File: config.mk
export PLATFORM = sky130hd
export DESIGN_NAME = sipo_latch_top
export DESIGN_NICKNAME = d
export VERILOG_FILES = /design/src/rtl/sipo_pkg.sv /design/src/rtl/sipo_strobe_sync.sv /design/src/rtl/sipo_ctrl.sv /design/src/rtl/sipo_datapath.sv /design/src/rtl/sipo_latch_top.sv
export SDC_FILE = /design/constraint.sdc
export NUM_CORES = 1
export LEC_CHECK = 0
export BUFFER_PORTS_ARGS = -buffer_cell sky130_fd_sc_hd__buf_2
export CAP_MARGIN = 30
export CORE_UTILIZATION = 50
export DETAILED_ROUTE_END_ITERATION = 10
export HOLD_SLACK_MARGIN = 0.05
export PLACE_DENSITY_LB_ADDON = 0.08
export SLEW_MARGIN = 15
export SYNTH_ARGS = -nofsm -noshare
export SYNTH_HDL_FRONTEND = slang
export SYNTH_SLANG_ARGS = --single-unit
File: constraint.sdc
create_clock -name clk -period 1.7 [get_ports clk]
set_input_delay 0.34 -clock clk [delete_from_list [all_inputs] [get_ports clk]]
set_output_delay 0.34 -clock clk [all_outputs]
set_load 0.1 [all_outputs]
File: src/rtl/sipo_pkg.sv
package sipo_pkg;
  // One-clock action pulses handed from control to datapath
  typedef struct packed {
    logic shiftPulse;
    logic xferPulse;
  } ctrlStrobes_t;

  localparam int STROBE_SHIFT = 0;
  localparam int STROBE_XFER  = 1;
  localparam int NUM_STROBES  = 2;
endpackage

File: src/rtl/sipo_strobe_sync.sv
module sipo_strobe_sync #(
  parameter int SYNC_STAGES = 2
) (
  input  logic clk,
  input  logic rst,
  input  logic rawIn,
  output logic risePulse
);
  logic [SYNC_STAGES-1:0] syncChain;
  logic                   lastLevel;

  always_ff @(posedge clk) begin
    if (rst) begin
      syncChain <= '0;
      lastLevel <= 1'b0;
    end else begin
      syncChain <= {syncChain[SYNC_STAGES-2:0], rawIn};
      lastLevel <= syncChain[SYNC_STAGES-1];
    end
  end

  assign risePulse = syncChain[SYNC_STAGES-1] & ~lastLevel;
endmodule

File: src/rtl/sipo_ctrl.sv
module sipo_ctrl
  import sipo_pkg::*;
#(
  parameter int SYNC_STAGES = 2
) (
  input  logic         clk,
  input  logic         rst,
  input  logic         shiftStrobe,
  input  logic         xferStrobe,
  output ctrlStrobes_t strb
);
  logic [NUM_STROBES-1:0] rawVec;
  logic [NUM_STROBES-1:0] pulseVec;

  assign rawVec[STROBE_SHIFT] = shiftStrobe;
  assign rawVec[STROBE_XFER]  = xferStrobe;

  for (genvar s = 0; s < NUM_STROBES; s++) begin : g_sync
    sipo_strobe_sync #(.SYNC_STAGES(SYNC_STAGES)) i_sync (
      .clk      (clk),
      .rst      (rst),
      .rawIn    (rawVec[s]),
      .risePulse(pulseVec[s])
    );
  end

  assign strb.shiftPulse = pulseVec[STROBE_SHIFT];
  assign strb.xferPulse  = pulseVec[STROBE_XFER];
endmodule

File: src/rtl/sipo_datapath.sv
module sipo_datapath
  import sipo_pkg::*;
#(
  parameter int WIDTH = 8
) (
  input  logic             clk,
  input  logic             rst,
  input  ctrlStrobes_t     strb,
  input  logic             serIn,
  input  logic             clearN,
  input  logic             outEnN,
  output logic [WIDTH-1:0] parOut,
  output logic [WIDTH-1:0] parOe,
  output logic             serOut
);
  localparam int TOP = WIDTH - 1;

  logic [WIDTH-1:0] shiftReg;
  logic [WIDTH-1:0] holdReg;

  always_ff @(posedge clk) begin
    if (rst) begin
      shiftReg <= '0;
      holdReg  <= '0;
    end else begin
      if (!clearN)
        shiftReg <= '0;
      else if (strb.shiftPulse)
        shiftReg <= {shiftReg[TOP-1:0], serIn};
      // capture uses the pre-shift word; a clear zeroes the captured value
      if (strb.xferPulse)
        holdReg <= clearN ? shiftReg : '0;
    end
  end

  for (genvar i = 0; i < WIDTH; i++) begin : g_out
    assign parOe[i]  = ~outEnN;
    assign parOut[i] = holdReg[i] & ~outEnN;
  end

  assign serOut = shiftReg[TOP];
endmodule

File: src/rtl/sipo_latch_top.sv
module sipo_latch_top
  import sipo_pkg::*;
#(
  parameter int WIDTH       = 8,
  parameter int SYNC_STAGES = 2
) (
  input  logic             clk,
  input  logic             rst,
  input  logic             serIn,
  input  logic             shiftStrobe,
  input  logic             xferStrobe,
  input  logic             clearN,
  input  logic             outEnN,
  output logic [WIDTH-1:0] parOut,
  output logic [WIDTH-1:0] parOe,
  output logic             serOut
);
  ctrlStrobes_t strb;

  sipo_ctrl #(.SYNC_STAGES(SYNC_STAGES)) i_ctrl (
    .clk        (clk),
    .rst        (rst),
    .shiftStrobe(shiftStrobe),
    .xferStrobe (xferStrobe),
    .strb       (strb)
  );

  sipo_datapath #(.WIDTH(WIDTH)) i_dp (
    .clk   (clk),
    .rst   (rst),
    .strb  (strb),
    .serIn (serIn),
    .clearN(clearN),
    .outEnN(outEnN),
    .parOut(parOut),
    .parOe (parOe),
    .serOut(serOut)
  );
endmodule

==> results.txt <==
- Run status: finished with violations
* Violated checks: DRC
* Initial DRC count: 21
- The worst path uses 84.75% of the clock period.
- Clock Path Buffers: 2
- Portion of total power attributed to the clock network: 35.7%
* Unique masters post-synth: 15
- Detailed-placement wirelength estimate: roughly 1.3 mm
- End-of-flow core utilization: 80.79%
* Number of instances in the synthesized netlist: between 90 and 100
* Pin count of the biggest net entering global routing: 15
- Final setup TNS: 0 ps
* Overall power consumption: 1.084 mW
- The layout has 92 filler cells.
- For the pin with the worst max-slew slack, the measured transition is 486.1 ps.
- Relative to the synthesized area, the layout overhead comes to 44.19%.
* Number of nets in the layout: 119
- Power per standard cell area: 851.0 mW/mm^2
- The number of endpoints with negative hold slack in the final report is 0.
* Post-synthesis adder-cell area fraction: 0%
* Cts bufs inserted: 3
* Internal power contribution: 0.8196 mW
* Initial cell density of the core: 56.03%
- The number of antenna violations at the first check in global routing was 0.
- Minimum clock period: 1441 ps
- In the synthesized netlist, mux cells make up 9.065% of the area.
- Summed over all instances, the cell type with the most area after synthesis is sky130_fd_sc_hd__dfxtp_1.
* Number of setup buffers added after CTS: 0
* Family with the most delay on the worst path: buffers and inverters
* Mean instance size in the synthesized netlist: 9.397 um^2
- Startpoint types: flip-flop
- Registers take 440.4 um^2.
- For the worst setup path, the data required time is 1360 ps.
- The core region is 0.001577 mm^2.
- Final instance area: 0.001274 mm^2
- The total overflow left after global routing is 0.
- Peak clock frequency supported by timing: 694.1 MHz
* Antenna diode count: 0
- Net switching power of the design: about 0.26 mW
- Crit path buf inv count: 1
* Global-route total usage across every layer: roughly 20%
- Clock-pin slew was measured on the worst setup and hold paths at 120 ps.
- Via count of the first global-routing pass: approximately 590
- Comb pwr share: 15.9%
* Number of clock sinks seen by CTS: 22
* Final setup skew: about 6.9 ps
- Final GP Congestion: between 0.7 and 0.8
- After Yosys synthesis, XOR and XNOR cells account for 0% of the synthesized area.
- The worst setup path is captured at an output port.
* Switching share of power: 24.38%
- After clock tree synthesis, the repair step resized 0 gates.
* Cell area after technology mapping: around 880 um^2
- The floorplan has 14 rows.
* DRC errors left: 4
* Number of optimization iterations in the first detailed-route pass: 7
* Critical Path Max Stage Delay: between 400 and 500 ps
- Counting tap cells, the placed design contains a total of 123 instances.
- The synthesized netlist devotes 25.21% of its cell area to simple gates.
* Total area of multi-input combinational cells: 362.8 um^2
* Detailed-route wire length per cell: 12.46 um
- Final count of negative-setup-slack endpoints: 0
- Leading cell types in the layout, fill and taps excluded: sky130_fd_sc_hd__dfxtp_1, sky130_fd_sc_hd__buf_12, sky130_fd_sc_hd__nor2b_2
- Ranked by total cell area, the synthesized netlist is headed by sky130_fd_sc_hd__dfxtp_1, sky130_fd_sc_hd__nor2b_1, sky130_fd_sc_hd__mux2i_1.
- Die W: between 40 and 50 um
- Hold Path Class: primary input to flip-flop
- Final-layout worst hold slack: ~240 ps
* Most common cell after layout, fill and taps aside: sky130_fd_sc_hd__dfxtp_1
- Synthesized net count: 101
- Data on the critical path arrives at its endpoint at 1100 ps.
* Portion of synthesized cell area occupied by the leading cell type: approximately half
- In this run the remaining antenna-violating nets after routing total 0.
- Using the TritonRoute via totals, the vias-per-cell ratio works out to 5.110.
- Setup CP Type: flip-flop to output port
- # hold bufs at CTS: 0
- Measured against its own limit, the worst slew margin works out to about 68%.
- Detailed Route WL: between 1.5 and 2 mm
* Die area: 0.001939 mm^2
- Port buffering added 23 buffers.
* Top fanout value on the critical path: 3
* Cell-by-cell trace of the critical path: buf_2
- Clock latency on the worst-skew pair, taken at its later pin, is 300 ps.
- Yosys printed 0 warnings.
* Largest family of logic cells by synthesized area: simple AND/OR/NAND/NOR gates
- The max-slew violation count was 0.
* Root Buffer Master: sky130_fd_sc_hd__clkbuf_4
- Via count: between 600 and 700
- Setup repair after global routing left no endpoint under its margin.
* Seq pwr share: 48.3%
* Share of post-route cells with drive strength above 1: 36.94%
- Placed instance area: between 0.001 and 0.0015 mm^2
* Worst slack at placement: approximately 350 ps
- Number of top-level pins: 24
- Max-cap violations: 0
* Finished Layout Cells: 127
* Peak supply drop: slightly above 0.8 mV
- H-tree depth reported by CTS: 1
- The first global-routing pass estimated around 2.7 mm of wire.
- Number of flip-flops and latches in the synthesized netlist: 22
- Floorplan die height: about 44 um
- Post-route worst setup slack: 259.3 ps
- TritonCTS built the clock tree.
- Master of the slowest instance on the critical path: sky130_fd_sc_hd__buf_2
* Pleak: approximately 0.53 nW
* Fraction of the mapped netlist area in compound gates: under 10%
* Post-synthesis sequential area ratio: 49.86%
==> kinds of logic (layout without fill, tap and decap cells) <==
group / after synthesis / in the layout
simple gates: 42 / 42
buf+inv: 14 / 31
flops: 22 / 22
mux: 8 / 8
compound gates: 8 / 8
==> power groups by stage <==
stage                     Clock [mW]  Combinational (mW)  Sequential [mW]
after global routing           0.412               0.179            0.525
after CTS                      0.393               0.173            0.524
after floorplan                    0               0.120            0.535
final                          0.387               0.173            0.524
after global placement             0               0.171            0.535
after detailed placement           0               0.173            0.536
==> cell usage after synthesis (all sizes together) <==
cell    count
a21oi       8
buf        12
clkbuf      1
dfxtp      22
inv         1
mux2i       8
nand2       8
nand2b      3
nand3       8
nor2        8
nor2b      15
==> worst reg2reg max path, delay by kind of cell, from the launching register on <==
kind | cells | cell delay, ps
flip-flops | 1 | 330
multiplexers | 1 | 270
AND/OR/NAND/NOR | 2 | 450
==> worst paths after layout <==
kind,start,endpoint,slack (ps),depth (start not counted)
worst max-delay path,i_dp.shiftReg[7],serOut,260,1
worst min-delay path,shiftStrobe,i_ctrl.g_sync[0].i_sync.syncChain[0],240,2
worst max register to register,i_ctrl.g_sync[0].i_sync.lastLevel,i_dp.shiftReg[3],540,3
worst min register to register,i_ctrl.g_sync[0].i_sync.syncChain[0],i_ctrl.g_sync[0].i_sync.syncChain[1],450,1
==> state kept, by name, indices dropped and copies added, names as in the netlist <==
| signal | count |
|---|---|
| i_dp.holdReg | 8 |
| i_dp.shiftReg | 8 |
| i_ctrl.g_sync.i_sync.syncChain | 4 |
| i_ctrl.g_sync.i_sync.lastLevel | 2 |
==> routing by layer <==
| layer | up-vias | routed length, um | global-route usage (%) |
|---|---|---|---|
| met1 | 295 | 646 | 23.56 |
| met2 | 24 | 829 | 32.65 |
| met5 | - | 0 | 0 |
| li1 | 328 | - | - |
| met3 | 2 | 97 | 7.755 |
| met4 | 0 | 9 | 5.455 |
==> layout make-up <==
| type | count | share of cell area, % |
|---|---|---|
| Sequential cell | 22 | 34.58 |
| Timing Repair Buffer | 26 | 30.65 |
| Multi-Input combinational cell | 58 | 28.49 |
| Clock inverter | 1 | 2.358 |
| Clock buffer | 3 | 1.768 |
| Tap cell | 16 | 1.572 |
| Inverter | 1 | 0.5894 |
Power figures use the tool's default switching activity.
